$ cat config.mk
export PLATFORM = sky130hd
export DESIGN_NAME = enc_region_classifier
export DESIGN_NICKNAME = d
export VERILOG_FILES = /design/src/rtl/enc_cls_pkg.sv /design/src/rtl/ecl_page_match.sv /design/src/rtl/ecl_prio_pick.sv /design/src/rtl/ecl_policy.sv /design/src/rtl/enc_region_classifier.sv
export SDC_FILE = /design/constraint.sdc
export NUM_CORES = 1
export LEC_CHECK = 0
export BUFFER_PORTS_ARGS = -buffer_cell sky130_fd_sc_hd__buf_2
export CAP_MARGIN = 30
export CELL_PAD_IN_SITES_DETAIL_PLACEMENT = 0
export CELL_PAD_IN_SITES_GLOBAL_PLACEMENT = 2
export CORE_ASPECT_RATIO = 1.75
export CORE_UTILIZATION = 26
export CTS_BUF_LIST = sky130_fd_sc_hd__clkbuf_2
export DETAILED_ROUTE_END_ITERATION = 16
export PLACE_DENSITY = 0.92
export SLEW_MARGIN = 20
export SYNTH_ARGS = -nofsm -noshare
export SYNTH_HDL_FRONTEND = slang
export SYNTH_HIERARCHICAL = 1
export SYNTH_SLANG_ARGS = --single-unit
$ cat constraint.sdc
create_clock -name clk -period 1.6 [get_ports clk]
set_clock_uncertainty 0.15 [all_clocks]
set_input_delay 0.16 -clock clk [delete_from_list [all_inputs] [get_ports clk]]
set_output_delay 0.16 -clock clk [all_outputs]
set_load 0.01 [all_outputs]
$ cat src/rtl/enc_cls_pkg.sv
package enc_cls_pkg;

   typedef enum logic [1:0] {
      MODE_FETCH_A = 2'b00,
      MODE_DATA    = 2'b01,
      MODE_BOTH    = 2'b10,
      MODE_FETCH_B = 2'b11
   } win_mode_e;

   // 1 when the access kind is forbidden by the window mode
   function automatic logic mode_breach(input win_mode_e m, input logic is_fetch);
      case (m)
         MODE_DATA: mode_breach = is_fetch;
         MODE_BOTH: mode_breach = 1'b0;
         default:   mode_breach = !is_fetch;
      endcase
   endfunction

endpackage

$ cat src/rtl/ecl_page_match.sv
module ecl_page_match #(
   parameter int ADDR_W   = 32,
   parameter int PAGE_LSB = 12,
   parameter int PAGE_MSB = 27
) (
   input  logic [ADDR_W-1:0] addr,
   input  logic [ADDR_W-1:0] lo_addr,
   input  logic [ADDR_W-1:0] hi_addr,
   input  logic              enable,
   output logic              match
);
   localparam int PAGE_W = PAGE_MSB - PAGE_LSB + 1;

   logic [PAGE_W-1:0] pg, pg_lo, pg_hi;
   logic              win_ok;

   always_comb begin
      pg     = addr[PAGE_MSB:PAGE_LSB];
      pg_lo  = lo_addr[PAGE_MSB:PAGE_LSB];
      pg_hi  = hi_addr[PAGE_MSB:PAGE_LSB];
      win_ok = enable && (pg_hi > pg_lo);
      match  = win_ok && (pg >= pg_lo) && (pg <= pg_hi);
   end
endmodule

$ cat src/rtl/ecl_prio_pick.sv
module ecl_prio_pick #(
   parameter int N    = 4,
   parameter int ID_W = 2
) (
   input  logic [N-1:0]    req,
   output logic            any,
   output logic [ID_W-1:0] idx
);
   always_comb begin
      any = 1'b0;
      idx = '0;
      for (int i = N - 1; i >= 0; i--) begin
         if (req[i]) begin
            any = 1'b1;
            idx = ID_W'(i);
         end
      end
   end
endmodule

$ cat src/rtl/ecl_policy.sv
module ecl_policy
   import enc_cls_pkg::*;
#(
   parameter int N      = 4,
   parameter int MODE_W = 2
) (
   input  logic [N*MODE_W-1:0] modes,
   input  logic                is_fetch,
   output logic [N-1:0]        breach
);
   for (genvar g = 0; g < N; g++) begin : g_win
      assign breach[g] = mode_breach(win_mode_e'(modes[g*MODE_W +: MODE_W]), is_fetch);
   end
endmodule

$ cat src/rtl/enc_region_classifier.sv
module enc_region_classifier #(
   parameter int NUM_REGIONS = 4,
   parameter int ADDR_W      = 32,
   parameter int PAGE_LSB    = 12,
   parameter int PAGE_MSB    = 27,
   parameter int MODE_W      = 2,
   localparam int ID_W       = (NUM_REGIONS > 1) ? $clog2(NUM_REGIONS) : 1
) (
   input  logic                          clk,
   input  logic                          rst_n,
   input  logic                          req_valid,
   input  logic [ADDR_W-1:0]             req_addr,
   input  logic                          req_fetch,
   input  logic [NUM_REGIONS*ADDR_W-1:0] cfg_start,
   input  logic [NUM_REGIONS*ADDR_W-1:0] cfg_end,
   input  logic [NUM_REGIONS-1:0]        cfg_en,
   input  logic [NUM_REGIONS*MODE_W-1:0] cfg_mode,
   input  logic                          err_clear,
   input  logic [ID_W-1:0]               rb_sel,
   output logic                          rd_hit,
   output logic [ID_W-1:0]               rd_region,
   output logic                          rd_zero,
   output logic                          viol_pulse,
   output logic                          viol_sticky,
   output logic [ADDR_W-1:0]             rb_start,
   output logic [ADDR_W-1:0]             rb_end
);
   localparam logic [ADDR_W-1:0] PAGE_KEEP =
      ((ADDR_W'(1) << (PAGE_MSB + 1)) - ADDR_W'(1)) & ~((ADDR_W'(1) << PAGE_LSB) - ADDR_W'(1));
   localparam logic [ADDR_W-1:0] OFFS_ONES = (ADDR_W'(1) << PAGE_LSB) - ADDR_W'(1);

   if (PAGE_MSB >= ADDR_W - 1 || PAGE_LSB < 1 || PAGE_MSB <= PAGE_LSB) begin : g_bad_page
      $error("enc_region_classifier: page field out of range");
   end
   if (MODE_W != 2) begin : g_bad_mode
      $error("enc_region_classifier: mode field must be two bits");
   end
   if (NUM_REGIONS < 1) begin : g_bad_num
      $error("enc_region_classifier: need at least one region");
   end

   logic [NUM_REGIONS-1:0] hit_vec;
   logic [NUM_REGIONS-1:0] breach_vec;
   logic                   any_hit;
   logic [ID_W-1:0]        win_idx;
   logic                   win_breach;

   for (genvar g = 0; g < NUM_REGIONS; g++) begin : g_match
      ecl_page_match #(
         .ADDR_W  (ADDR_W),
         .PAGE_LSB(PAGE_LSB),
         .PAGE_MSB(PAGE_MSB)
      ) u_match (
         .addr   (req_addr),
         .lo_addr(cfg_start[g*ADDR_W +: ADDR_W]),
         .hi_addr(cfg_end[g*ADDR_W +: ADDR_W]),
         .enable (cfg_en[g]),
         .match  (hit_vec[g])
      );
   end

   ecl_prio_pick #(.N(NUM_REGIONS), .ID_W(ID_W)) u_pick (
      .req(hit_vec),
      .any(any_hit),
      .idx(win_idx)
   );

   ecl_policy #(.N(NUM_REGIONS), .MODE_W(MODE_W)) u_policy (
      .modes   (cfg_mode),
      .is_fetch(req_fetch),
      .breach  (breach_vec)
   );

   always_comb begin
      win_breach = 1'b0;
      for (int i = 0; i < NUM_REGIONS; i++) begin
         if (win_idx == ID_W'(i)) win_breach = breach_vec[i];
      end
   end

   always_ff @(posedge clk or negedge rst_n) begin
      if (!rst_n) begin
         rd_hit      <= 1'b0;
         rd_region   <= '0;
         rd_zero     <= 1'b0;
         viol_pulse  <= 1'b0;
         viol_sticky <= 1'b0;
      end else begin
         viol_pulse <= 1'b0;
         if (req_valid) begin
            rd_hit     <= any_hit;
            rd_region  <= any_hit ? win_idx : '0;
            rd_zero    <= any_hit && win_breach;
            viol_pulse <= any_hit && win_breach;
         end
         if (req_valid && any_hit && win_breach) viol_sticky <= 1'b1;
         else if (err_clear)                     viol_sticky <= 1'b0;
      end
   end

   always_comb begin
      rb_start = '0;
      rb_end   = OFFS_ONES;
      for (int i = 0; i < NUM_REGIONS; i++) begin
         if (rb_sel == ID_W'(i)) begin
            rb_start = cfg_start[i*ADDR_W +: ADDR_W] & PAGE_KEEP;
            rb_end   = (cfg_end[i*ADDR_W +: ADDR_W] & PAGE_KEEP) | OFFS_ONES;
         end
      end
   end
endmodule

==> flow_summary.ini <==
[setup_path]
worstSetupEndpointType = register
start_kind = input pin
cp.arrival_ns = 2.58
worstPathRequired_ns = 1.56
critPathMaxFanout = 5
worstSetupPathType = input pin to register

[status]
status = finished with violations
violations = setup timing

[global_routing]
grt_remaining_overflow = 0
first_global_vias = 7444
grt_max_degree = 20
track_usage = 0.214
grt_pass1_wl_um = 39200
antenna_found_initial = 0

[clocking]
cts.sinks = 6
numCtsBuffers = 3
root_buffer = clkbuf_2
path_clk_slew_ns = 0.06
clockBufferDepth = 2
cts_tree = built
clk_latency_ns = 0.23
htree_levels = 1

[layout]
synthToLayoutAreaGrowth_pct = 63.7
fillerInstances = 2285
mostFrequentLayoutCells = 193 x buf_4, 181 x buf_2, 160 x ha_1
antennaDiodeCount = 0
final_net_count = 1606
drive_gt1_frac = 0.512
layout_commonest_cell = buf_4

[route]
postRouteAntennaNets = 0
vias = 7007
avgViaCountPerCell = 5.00
routed_wl_um = 27000
drcViolationCount = 0
wl_per_cell_um = 19.3
drt-initial-drc-count = 265
drtPass1Iterations = 6

[synthesis]
postSynthAreaPerCell_um2 = 8.63
synth-async-reset-ratio = 1.00
yosysWarnings = 6
synth_area_um2 = 6070
synth_edf_count = 0
synthCells = 703
seq_area_frac_synth = 0.0247
synth_cell_types = 39
ys_ff_latch = 6
yosys_most_used_dff = dfrtp_1

[placed_design]
place_hpwl_um = 23500
numPortBuffers = 200
dpl_worst_slack_ns = -1.51
place_congestion = 0.929

[power_and_ir_drop]
leakagePower_nw = 5.27
peakVddDrop_mv = 0.122
p_per_area_nw_per_um2 = 316
total_power_mw = 3.14

[die]
ios = 377
die-height_um = 204
coreArea_um2 = 22800
dieArea_um2 = 24000
start_util = 0.266
die_x_um = 117
num_rows = 73

[sta]
fin_crit_ns = 2.62
setup_violations = 6
final_hold_viol_count = 0
slew_violations = 0
fin_crit_sh = 1.64
clock.fmax_ghz = 0.381
rsz0062_at_grt = yes
setup_ws_ns = -1.02

[worst_hold_path]
hp-class = input pin to register

[run]
maxCapViolations = 0
-- report_power, final --
| part | internal [mW] | switching [mW] |
|---|---|---|
| sequential | 0.164 | 0.00823 |
| combinational | 1.44 | 1.42 |
| clock | 0.0507 | 0.0586 |
-- critical path: stages --
cell,delay [ns]
buf_2,0.16
buf_4,0.17
ha_1,0.30
nand4_1,0.25
nor2_1,0.26
a211oi_2,0.10
nor4_2,0.36
nor2_2,0.11
nor3_4,0.16
buf_12,0.15
mux2i_4,0.27
o221ai_2,0.12
-- layout make-up --
type,count,area (µm²),area share
flip-flops and latches,6,150,0.0151
clock buffers,3,15.0,0.00151
well taps,300,375,0.0378
repair buffers,404,2810,0.283
inverters,137,542,0.0545
multi-input cells,551,6040,0.608
-- Yosys cell counts (6+ instances only) --
cell type	count	area, µm²
a211o_1	8	70.1
a211oi_1	8	60.1
a21o_1	32	240
a21oi_1	52	260
a221o_1	8	80.1
buf_4	32	240
dfrtp_1	6	150
ha_1	196	2450
inv_1	137	514
mux4_2	30	676
nand2_1	15	56.3
nand2b_1	7	43.8
nand3_1	14	70.1
nand4_1	40	250
nor2_1	18	67.6
nor2b_1	12	75.1
nor4_1	8	50.1
o211ai_1	8	60.1
o21ai_0	12	60.1
o31ai_1	8	60.1
-- kinds of logic after synthesis --
logic type | Yosys count | synth area share
other | 2 | 0.00124
AND/OR/NAND/NOR | 130 | 0.126
adder cells (fa/ha/maj) | 196 | 0.404
buffers and inverters | 176 | 0.139
flip-flops | 6 | 0.0247
AO/OA/AOI/OAI | 156 | 0.177
multiplexers | 37 | 0.128
-- repair_timing --
action | CTS | global route
setup endpoints to repair | 6 | 23
resized for setup | 48 | 112
hold buffers | 1 | 0
buffers inserted | 9 | 7
cloned | 0 | 2
endpoints found under the hold margin | 6 | 0
pin swaps | 14 | 30
-- routing by layer --
metal,GRT usage,part of all wire,vias to the layer above
li1,-,-,3366
met5,0,0,-
met4,0.121,0.058,0
met2,0.434,0.55,254
met3,0.0218,0.040,71
met1,0.206,0.35,3316
-- per-stage QoR --
stage | cell area (µm²) | setup TNS [ns] | util | cells | hold slack, ns
floorplan | 6340 | -3.88 | - | 733 | -0.286
global placement | 8880 | -7.69 | 0.389 | 1380 | -0.165
detailed placement | 8880 | -7.98 | 0.389 | 1380 | -0.160
CTS | 9270 | -5.63 | 0.406 | 1393 | 0.0466
global route | 9940 | -5.98 | 0.435 | 1401 | 0.0899
finish | 9940 | -5.36 | 0.435 | 1401 | 0.0638
-- registers in the layout, indices dropped and copies added, names as in the netlist --
signal / flops
rd_region: 2
rd_hit: 1
rd_zero: 1
viol_pulse: 1
viol_sticky: 1
-- worst paths after layout --
kind / startpoint / to / slack, ns / cells past startpoint
min in group asynchronous: rst_n / viol_pulse$_DFF_PN0_ / 0.12 / 2
worst max-delay path: req_addr[27] / rd_zero$_DFFE_PN0P_ / -1.02 / 12
worst min register to register: rd_region[0]$_DFFE_PN0P_ / rd_region[0]$_DFFE_PN0P_ / 0.38 / 2
max in group asynchronous: rst_n / rd_hit$_DFFE_PN0P_ / 1.03 / 2
worst min-delay path: req_valid / rd_region[1]$_DFFE_PN0P_ / 0.06 / 2
worst max register to register: rd_hit$_DFFE_PN0P_ / rd_hit$_DFFE_PN0P_ / 0.66 / 1
Power figures use the tool's default switching activity.
